**config.mk**
```make
export PLATFORM = sky130hd
export DESIGN_NAME = interval_timer
export DESIGN_NICKNAME = d
export VERILOG_FILES = /design/src/rtl/ivt_pkg.sv /design/src/rtl/ivt_regs.sv /design/src/rtl/ivt_counter.sv /design/src/rtl/ivt_fsm.sv /design/src/rtl/interval_timer.sv
export SDC_FILE = /design/constraint.sdc
export NUM_CORES = 1
export LEC_CHECK = 0
export CAP_MARGIN = 30
export CORE_MARGIN = 4
export CORE_UTILIZATION = 40
export CTS_BUF_LIST = sky130_fd_sc_hd__clkbuf_16
export DETAILED_ROUTE_END_ITERATION = 8
export DONT_BUFFER_PORTS = 1
export PLACE_DENSITY = 0.52
export SLEW_MARGIN = 15
export SYNTH_ARGS = -nofsm -noshare
export SYNTH_HDL_FRONTEND = slang
export SYNTH_SLANG_ARGS = --single-unit
```
**constraint.sdc**
```tcl
create_clock -name clk -period 3.6 [get_ports clk]
set_clock_uncertainty 0.1 [all_clocks]
set_input_delay 0 -clock clk [delete_from_list [all_inputs] [get_ports clk]]
set_output_delay 0 -clock clk [all_outputs]
set_load 0.05 [all_outputs]
```
**src/rtl/ivt_pkg.sv**
```systemverilog
package ivt_pkg;

    typedef enum logic [2:0] {
        ST_IDLE,
        ST_WAIT_LO,
        ST_WAIT_HI,
        ST_COUNT,
        ST_DONE
    } tmr_state_t;

    localparam logic [1:0] PORT_DATA = 2'd0;
    localparam logic [1:0] PORT_CTRL = 2'd1;
    localparam logic [1:0] PORT_SYS  = 2'd2;

    // channel 2, low then high byte, mode 0, binary
    localparam logic [7:0] CW_ARM = 8'hB0;

    localparam int SYS_GATE_BIT = 0;
    localparam int SYS_SPK_BIT  = 1;
    localparam int SYS_OUT_BIT  = 5;

endpackage

```
**src/rtl/ivt_regs.sv**
```systemverilog
module ivt_regs
    import ivt_pkg::*;
#(
    parameter int BYTE_W = 8
) (
    input  logic              clk,
    input  logic              rst_n,
    input  logic [1:0]        bus_addr,
    input  logic              bus_wr,
    input  logic              bus_rd,
    input  logic [BYTE_W-1:0] bus_wdata,
    input  logic              out_lvl,
    output logic [BYTE_W-1:0] bus_rdata,
    output logic              ev_ctrl,
    output logic              ev_data,
    output logic [BYTE_W-1:0] lo_byte,
    output logic              gate,
    output logic              spk_en
);

    localparam logic [BYTE_W-1:0] OUT_MASK = BYTE_W'(1) << SYS_OUT_BIT;

    logic [BYTE_W-1:0] sys_q;
    logic [BYTE_W-1:0] lo_q;
    logic              sys_wr;

    assign sys_wr  = bus_wr && (bus_addr == PORT_SYS);
    assign ev_ctrl = bus_wr && (bus_addr == PORT_CTRL) && (bus_wdata == CW_ARM);
    assign ev_data = bus_wr && (bus_addr == PORT_DATA);

    always_ff @(posedge clk or negedge rst_n) begin
        if (!rst_n) begin
            sys_q <= '0;
            lo_q  <= '0;
        end else begin
            if (sys_wr) begin
                sys_q <= bus_wdata & ~OUT_MASK;
            end
            if (ev_data) begin
                lo_q <= bus_wdata;
            end
        end
    end

    assign lo_byte = lo_q;
    assign gate    = sys_q[SYS_GATE_BIT];
    assign spk_en  = sys_q[SYS_SPK_BIT];

    always_comb begin
        bus_rdata = '0;
        if (bus_rd && (bus_addr == PORT_SYS)) begin
            bus_rdata = sys_q | (out_lvl ? OUT_MASK : '0);
        end
    end

    AST_SYS_HOLD: assert property (@(posedge clk) disable iff (!rst_n)
        !sys_wr |=> $stable(sys_q));

endmodule

```
**src/rtl/ivt_counter.sv**
```systemverilog
module ivt_counter #(
    parameter int CNT_W = 16
) (
    input  logic             clk,
    input  logic             rst_n,
    input  logic             load,
    input  logic [CNT_W-1:0] load_val,
    input  logic             dec,
    output logic             cnt_is_one
);

    localparam int          FULL_W  = CNT_W + 1;
    localparam logic [FULL_W-1:0] WRAP_VAL = FULL_W'(1) << CNT_W;

    logic [FULL_W-1:0] cnt_q;

    always_ff @(posedge clk or negedge rst_n) begin
        if (!rst_n) begin
            cnt_q <= '0;
        end else if (load) begin
            cnt_q <= (load_val == '0) ? WRAP_VAL : {1'b0, load_val};
        end else if (dec) begin
            cnt_q <= cnt_q - FULL_W'(1);
        end
    end

    assign cnt_is_one = (cnt_q == FULL_W'(1));

    AST_DEC_STEP: assert property (@(posedge clk) disable iff (!rst_n)
        (dec && !load) |=> (cnt_q == $past(cnt_q) - FULL_W'(1)));
    AST_ZERO_WRAP: assert property (@(posedge clk) disable iff (!rst_n)
        (load && load_val == '0) |=> (cnt_q == WRAP_VAL));
    AST_IDLE_HOLD: assert property (@(posedge clk) disable iff (!rst_n)
        (!load && !dec) |=> $stable(cnt_q));

endmodule

```
**src/rtl/ivt_fsm.sv**
```systemverilog
module ivt_fsm
    import ivt_pkg::*;
(
    input  logic       clk,
    input  logic       rst_n,
    input  logic       ev_ctrl,
    input  logic       ev_data,
    input  logic       tick_en,
    input  logic       gate,
    input  logic       cnt_is_one,
    output logic       load,
    output logic       dec,
    output logic       out_lvl
);

    tmr_state_t state_q, state_d;
    logic       out_q;

    assign load = (state_q == ST_WAIT_HI) && ev_data;
    assign dec  = (state_q == ST_COUNT) && tick_en && gate && !ev_ctrl && !ev_data;

    always_comb begin
        state_d = state_q;
        unique case (state_q)
            ST_IDLE: begin
                if (ev_ctrl) state_d = ST_WAIT_LO;
            end
            ST_WAIT_LO: begin
                if (ev_ctrl)      state_d = ST_WAIT_LO;
                else if (ev_data) state_d = ST_WAIT_HI;
            end
            ST_WAIT_HI: begin
                if (ev_ctrl)      state_d = ST_WAIT_LO;
                else if (ev_data) state_d = ST_COUNT;
            end
            ST_COUNT: begin
                if (ev_ctrl)                 state_d = ST_WAIT_LO;
                else if (ev_data)            state_d = ST_WAIT_HI;
                else if (dec && cnt_is_one)  state_d = ST_DONE;
            end
            ST_DONE: begin
                if (ev_ctrl)      state_d = ST_WAIT_LO;
                else if (ev_data) state_d = ST_WAIT_HI;
            end
            default: state_d = ST_IDLE;
        endcase
    end

    always_ff @(posedge clk or negedge rst_n) begin
        if (!rst_n) state_q <= ST_IDLE;
        else        state_q <= state_d;
    end

    always_ff @(posedge clk or negedge rst_n) begin
        if (!rst_n) out_q <= 1'b0;
        else        out_q <= (state_d == ST_DONE);
    end

    assign out_lvl = out_q;

    AST_CTRL_DROPS_OUT: assert property (@(posedge clk) disable iff (!rst_n)
        ev_ctrl |=> !out_q);
    AST_OUT_HOLD: assert property (@(posedge clk) disable iff (!rst_n)
        (out_q && !ev_ctrl && !ev_data) |=> out_q);
    AST_GATE_PAUSE: assert property (@(posedge clk) disable iff (!rst_n)
        (!gate && !out_q) |=> !out_q);
    AST_DATA_DROPS_OUT: assert property (@(posedge clk) disable iff (!rst_n)
        (ev_data && state_q != ST_IDLE) |=> !out_q);

endmodule

```
**src/rtl/interval_timer.sv**
```systemverilog
module interval_timer
    import ivt_pkg::*;
#(
    parameter int CNT_W = 16
) (
    input  logic       clk,
    input  logic       rst_n,
    input  logic       tick_en,
    input  logic [1:0] bus_addr,
    input  logic       bus_wr,
    input  logic       bus_rd,
    input  logic [7:0] bus_wdata,
    output logic [7:0] bus_rdata,
    output logic       spk_out
);

    localparam int BYTE_W = 8;

    logic              ev_ctrl;
    logic              ev_data;
    logic [BYTE_W-1:0] lo_byte;
    logic              gate;
    logic              spk_en;
    logic              out_lvl;
    logic              load;
    logic              dec;
    logic              cnt_is_one;
    logic [2*BYTE_W-1:0] raw_cnt;
    logic [CNT_W-1:0]  load_val;

    assign raw_cnt  = {bus_wdata, lo_byte};
    assign load_val = CNT_W'(raw_cnt);

    ivt_regs #(.BYTE_W(BYTE_W)) u_regs (
        .clk       (clk),
        .rst_n     (rst_n),
        .bus_addr  (bus_addr),
        .bus_wr    (bus_wr),
        .bus_rd    (bus_rd),
        .bus_wdata (bus_wdata),
        .out_lvl   (out_lvl),
        .bus_rdata (bus_rdata),
        .ev_ctrl   (ev_ctrl),
        .ev_data   (ev_data),
        .lo_byte   (lo_byte),
        .gate      (gate),
        .spk_en    (spk_en)
    );

    ivt_fsm u_fsm (
        .clk        (clk),
        .rst_n      (rst_n),
        .ev_ctrl    (ev_ctrl),
        .ev_data    (ev_data),
        .tick_en    (tick_en),
        .gate       (gate),
        .cnt_is_one (cnt_is_one),
        .load       (load),
        .dec        (dec),
        .out_lvl    (out_lvl)
    );

    ivt_counter #(.CNT_W(CNT_W)) u_cnt (
        .clk        (clk),
        .rst_n      (rst_n),
        .load       (load),
        .load_val   (load_val),
        .dec        (dec),
        .cnt_is_one (cnt_is_one)
    );

    assign spk_out = out_lvl & spk_en;

    AST_SPK_QUIET: assert property (@(posedge clk) disable iff (!rst_n)
        !spk_en |-> !spk_out);

endmodule

```
# Word-level counts from Yosys, hierarchy flattened
# Cells that the tools add are included.
# Widths: inputs -> output; s select.
word_totals:
  register_bits: 36
op_classes:
  addsub: 1
  n_eq_ne: 9
  muxes: 14
  bitwise: 2
  n_reduce_logical: 18
ops:
  columns: ["op", "n"]
  rows:
  - ["$mux 17", 3]
  - ["$mux 3", 8]
  - ["$eq 17x1->1 const B", 1]
  - ["$sub 17x1->17 const B", 1]
  - ["$logic_not 16->1", 1]
  - ["$pmux 3 s4", 1]
  - ["$logic_and 1x1->1", 11]
  - ["$eq 8x8->1 const B", 1]
  - ["$mux 8", 1]
  - ["$or 8x8->8", 1]
  - ["$eq 3x2->1 const B", 2]
  - ["$eq 3x3->1 const B", 2]
  - ["$mux 6", 1]
  - ["$eq 3x1->1 const B", 1]
  - ["$logic_not 3->1", 1]
  - ["$eq 2x1->1 const B", 1]
  - ["$eq 2x2->1 const B", 1]
  - ["$logic_not 1->1", 2]
  - ["$logic_not 2->1", 1]
  - ["$reduce_bool 2->1", 1]
  - ["$reduce_or 2->1", 1]
  - ["$and 1x1->1", 1]

# Longest topological paths before layout
logic_depth:
  ltp_word: 12
  mapped_depth: 6
  depth_no_buf: 6

# By module
# A second synthesis with hierarchy kept.
hier_totals:
  cells_unflattened: 186
  hier_area_um2: 1960.6
modules_own_cells:
  columns: ["module", "instances", "cells_each", "area_each_um2", "seq_area_each_um2"]
  rows:
  - ["ivt_counter", 1, 114, 1026.0, 425.4]
  - ["ivt_regs", 1, 46, 670.6, 375.4]
  - ["ivt_fsm", 1, 25, 257.7, 100.1]
  - ["interval_timer", 1, 1, 6.3, 0.0]

# Worst setup path before layout
# No wires, ideal clock.
synth_path:
  kind: "reg2reg"
  startpoint: "register u_cnt.cnt_q[11]"
  endpoint: "register u_fsm.out_q, in the netlist u_fsm.out_lvl"
  setup_time_ns: 0.081
  arrival_time_ns: 1.916
  required_ns: 3.419
  setup_slack_ns: 1.503
  stages_incl_launch_ff: 6
  path_buffers: 0
  synth_period_minus_slack_ns: 2.097
  cell_sequence: "dfrtp_1 > or4_4 > or4_4 > nor3_2 > and4_1 > a2bb2oi_1"
synth_via:
  elab_chain_cells: 7
synth_lines:
  columns: ["item", "line_no", "rtl"]
  rows:
  - ["from (decl)", "ivt_counter.sv:15", "logic [FULL_W-1:0] cnt_q;"]
  - ["from (signal assigned)", "ivt_counter.sv:21", "cnt_q <= (load_val == '0) ? WRAP_VAL : {1'b0, load_val};"]
  - ["from (signal assigned)", "ivt_counter.sv:23", "cnt_q <= cnt_q - FULL_W'(1);"]
  - ["$eq 17x1->1", "ivt_counter.sv:27", "assign cnt_is_one = (cnt_q == FULL_W'(1));"]
  - ["$logic_and 1x1->1", "ivt_fsm.sv:39", "else if (dec && cnt_is_one) state_d = ST_DONE;"]
  - ["$mux 3", "ivt_fsm.sv:39", null]
  - ["$mux 3", "ivt_fsm.sv:38", "else if (ev_data) state_d = ST_WAIT_HI;"]
  - ["$mux 3", "ivt_fsm.sv:37", "if (ev_ctrl) state_d = ST_WAIT_LO;"]
  - ["$pmux 3 s4", "ivt_fsm.sv:24", "unique case (state_q)"]
  - ["$eq 3x3->1", "ivt_fsm.sv:56", "else out_q <= (state_d == ST_DONE);"]
  - ["to (signal assigned)", "ivt_fsm.sv:56", null]
  - ["to (decl)", "ivt_fsm.sv:17", "logic out_q;"]
# No other way between the ends.
# A chain may end at the register's enable or synchronous reset.

# Worst setup path after layout
layout_path:
  startpoint: "register u_cnt.cnt_q[11]"
  endpoint: "register u_fsm.state_q[0]"
layout_via:
  elab_chain_cells: 6
layout_lines:
  columns: ["item", "line_no", "rtl"]
  rows:
  - ["$eq 17x1->1", "ivt_counter.sv:27", null]
  - ["$logic_and 1x1->1", "ivt_fsm.sv:39", null]
  - ["$mux 3", "ivt_fsm.sv:39", null]
  - ["$mux 3", "ivt_fsm.sv:38", null]
  - ["$mux 3", "ivt_fsm.sv:37", null]
  - ["$pmux 3 s4", "ivt_fsm.sv:24", null]
  - ["named net u_fsm.state_d[0]", "ivt_fsm.sv:16", "tmr_state_t state_q, state_d;"]
  - ["to (signal assigned)", "ivt_fsm.sv:51", "else state_q <= state_d;"]
  - ["to (decl)", "ivt_fsm.sv:16", null]
# The timed path passes the listed nets, and every way through them passes these cells.

==> run_results.csv <==
group,metric,value,unit
outcome,status,"completed",
floorplan,dieArea,6210,um2
placement,routabilityCongestion,0.816,
timing,worst_slew_pin_slew,0.751,ns
logic_synthesis,async_flop_share,100,%
layout,final_common_cell,"dfrtp_1",
logic_synthesis,synthSimpleGateAreaFrac,20.8,%
logic_synthesis,synth-adder-area-share,1.25,%
grt,antenna_found_initial,0,
setup_path,slowest_stage,"or4_4",
layout,final_cell_mix,"36 x dfrtp_1, 15 x mux2_2, 14 x xnor2_1",
layout,drive_gt1_share,17.2,%
route,drtIter0Drc,84,
logic_synthesis,synth_compound_area_share,16.5,%
timing,setup_viol,0,
clock_tree,cts_resized,0,
logic_synthesis,synthMuxAreaShare,8.42,%
floorplan,dieHeight,78.8,um
clock_tree,clkLatencyLatePin,0.28,ns
logic_synthesis,yosysUniqueCellTypes,43,
logic_synthesis,synth_edf_count,0,
grt,grt_pass1_wl,8540,um
timing,period_needed,2.24,ns
timing,fin_ws,1.36,ns
clock_tree,cts_setup_buffers,0,
setup_path,crit_path_start_kind,"flip-flop",
clock_tree,cts_made_buffers,5,
setup_path,worstPathCellList,"or4_4, or4_4, nor3_2, and4_1, o211ai_1",
placement,dp_cells,252,
timing,rsz0062_at_grt,"no",
logic_synthesis,synth-seq-cells,36,
route,drc,0,
logic_synthesis,post_synth.cell_area_avg,10.6,um2
setup_path,cp.arrival,2.26,ns
clock_tree,clockBufferDepth,2,
pwr,ir_drop,0.223,mV
grt,grt_usage,17.9,%
route,dr.max_layer_used,"met4",
logic_synthesis,syn-cell-area,2010,um2
route,first_pass_iters,4,
grt,grt_pass1_vias,1623,
floorplan,rows,25,
route,dr_wl_met2,2240,um
route,antenna_left,0,
logic_synthesis,postSynthCellCount,190,
logic_synthesis,yosys_warnings,0,
route,met3_length,204,um
route,vias,1538,
floorplan,initial_core_util,41.9,%
layout,finish.net_count,220,
worst_hold_path,hp-class,"in2reg",
timing,slew_violations,0,
setup_path,worstSetupEndpointType,"flip-flop",
grt,overflow,0,
floorplan,die_w,78.8,um
setup_path,path_common_cell,"or4_4",
pwr,powerDensity,598,nW/um2
clock_tree,cts-hold-fix-buffers,11,
timing,maxSlewHeadroom,49.9,%
layout,fin_cells,270,
pwr,power.leakage,0.936,nW
route,via_per_inst,5.70,
layout,fill_cells,457,
timing,tns,0,ns
logic_synthesis,synth_seq_area_share,44.9,%
setup_path,cp_num_buf_inv,0,
route,postRouteWirelength,4900,um
route,wl_per_cell,18.1,um
layout,antennaDiodeCount,0,
placement,io_buffers,0,
timing,finalCritPeriodShare,62.1,%
setup_path,cp.required,3.62,ns
timing,hold_violations,0,
placement,place_ws,1.36,ns
clock_tree,path_clk_slew,0.05,ns
floorplan,core,4790,um2
setup_path,crit_fanout,4,
setup_path,critical-path-top-delay-family,"simple AND/OR/NAND/NOR gates",
clock_tree,cts_sinks,36,
logic_synthesis,synth_top_family_by_area,"simple AND/OR/NAND/NOR gates",
placement,place_hpwl,3550,um
clock_tree,cts_tree,"done",
route,wl_met1,2300,um
grt,grt_max_degree,37,
floorplan,io_pins,24,
logic_synthesis,synthesis.nets,207,
logic_synthesis,synthXorXnorAreaFrac,6.11,%
layout,area_growth,16.0,%
setup_path,worstSetupPathType,"reg2reg",
logic_synthesis,synthFlopType,"dfrtp_1",
run,maxCapViolations,0,
clock_tree,cts_max_level,2,
clock_tree,root_buffer,"clkbuf_16",
setup_path,slowest_delay,0.55,ns
timing,timing.fmax,447,MHz
[routing by layer]
layer	GRT usage [%]	vias to the layer above
met1	24.3	749
met2	27.2	35
met3	4.31	14
li1	-	740
met5	0	-
met4	7.73	0
[power by group]
group / leakage (nW) / total (mW) / switching (mW) / internal (mW)
Combinational: 0.410 / 0.424 / 0.224 / 0.200
Sequential: 0.461 / 0.567 / 0.0773 / 0.490
Clock: 0.0648 / 0.401 / 0.154 / 0.247
Total: 0.936 / 1.39 / 0.455 / 0.937
[worst reg2reg max path, cell delays in order (launching register included)]
cell,delay [ns]
dfrtp_1,0.38
or4_4,0.55
or4_4,0.46
nor3_2,0.17
and4_1,0.30
o211ai_1,0.12
[layout make-up]
class | instances | area (um2) | share of cell area, %
clock buffers | 5 | 125 | 5.38
repair buffers | 13 | 135 | 5.81
well taps | 67 | 83.8 | 3.60
clock inverters | 2 | 7.51 | 0.323
flip-flops and latches | 36 | 901 | 38.7
inverters | 3 | 11.3 | 0.484
multi-input cells | 144 | 1060 | 45.7
[logic make-up after synthesis]
group	Yosys count
AO/OA/AOI/OAI	43
XOR/XNOR	14
adder cells (fa/ha/maj)	2
buffers and inverters	10
flip-flops	36
multiplexers	15
AND/OR/NAND/NOR	70
[synthesized netlist by cell type, drive strengths merged (2+ instances only)]
| library cell | instances | area [um2] |
|---|---|---|
| and2 | 10 | 62.6 |
| o21ai | 11 | 55.1 |
| nor4 | 2 | 12.5 |
| nor2 | 8 | 30.0 |
| and4 | 2 | 17.5 |
| ha | 2 | 25.0 |
| nor3 | 6 | 35.0 |
| mux2 | 15 | 169 |
| or2 | 2 | 12.5 |
| dfrtp | 36 | 901 |
| a2111oi | 8 | 88.8 |
| nor3b | 3 | 22.5 |
| clkbuf | 6 | 22.5 |
| nand4 | 2 | 12.5 |
| inv | 3 | 11.3 |
| nand2 | 13 | 48.8 |
| a211oi | 4 | 35.0 |
| a21o | 2 | 15.0 |
| or4 | 7 | 63.8 |
| xnor2 | 14 | 123 |
| nand3 | 4 | 20.0 |
| a21oi | 10 | 57.6 |
| a2bb2oi | 2 | 17.5 |
| or3 | 5 | 31.3 |
[stage by stage]
| step | hold slack (ns) | utilization [%] | power (mW) | area [um2] |
|---|---|---|---|---|
| global placement | -0.395 | 43.3 | 0.959 | 2070 |
| detailed placement | -0.395 | 43.3 | 0.972 | 2070 |
| floorplan | -0.396 | - | 0.885 | 2010 |
| CTS | 0.0141 | 48.6 | 1.40 | 2330 |
| finish | 0.0235 | 48.6 | 1.39 | 2330 |
| global route | 0.0395 | 48.6 | 1.48 | 2330 |
[worst paths after layout]
check | from | to | slack (ns) | cells past startpoint
max | u_cnt.cnt_q[11]$_DFFE_PN0P_ | u_fsm.state_q[0]$_DFF_PN0_ | 1.36 | 5
min | bus_addr[0] | u_fsm.state_q[1]$_DFF_PN0_ | 0.02 | 3
max reg2reg | u_cnt.cnt_q[11]$_DFFE_PN0P_ | u_fsm.state_q[0]$_DFF_PN0_ | 1.36 | 5
min reg2reg | u_regs.sys_q[6]$_DFFE_PN0P_ | u_regs.sys_q[6]$_DFFE_PN0P_ | 0.40 | 1
max in group asynchronous | rst_n | u_cnt.cnt_q[3]$_DFFE_PN0P_ | 3.14 | 2
min in group asynchronous | rst_n | u_regs.sys_q[7]$_DFFE_PN0P_ | 0.08 | 2
[flip-flops by register name, indices dropped and copies added, names as in the netlist]
name and flops:
u_regs.lo_byte 8, u_fsm.state_q 3, u_regs.sys_q 7, u_fsm.out_lvl 1, u_cnt.cnt_q 17
Note: power is estimated with default switching activity, not from simulation.
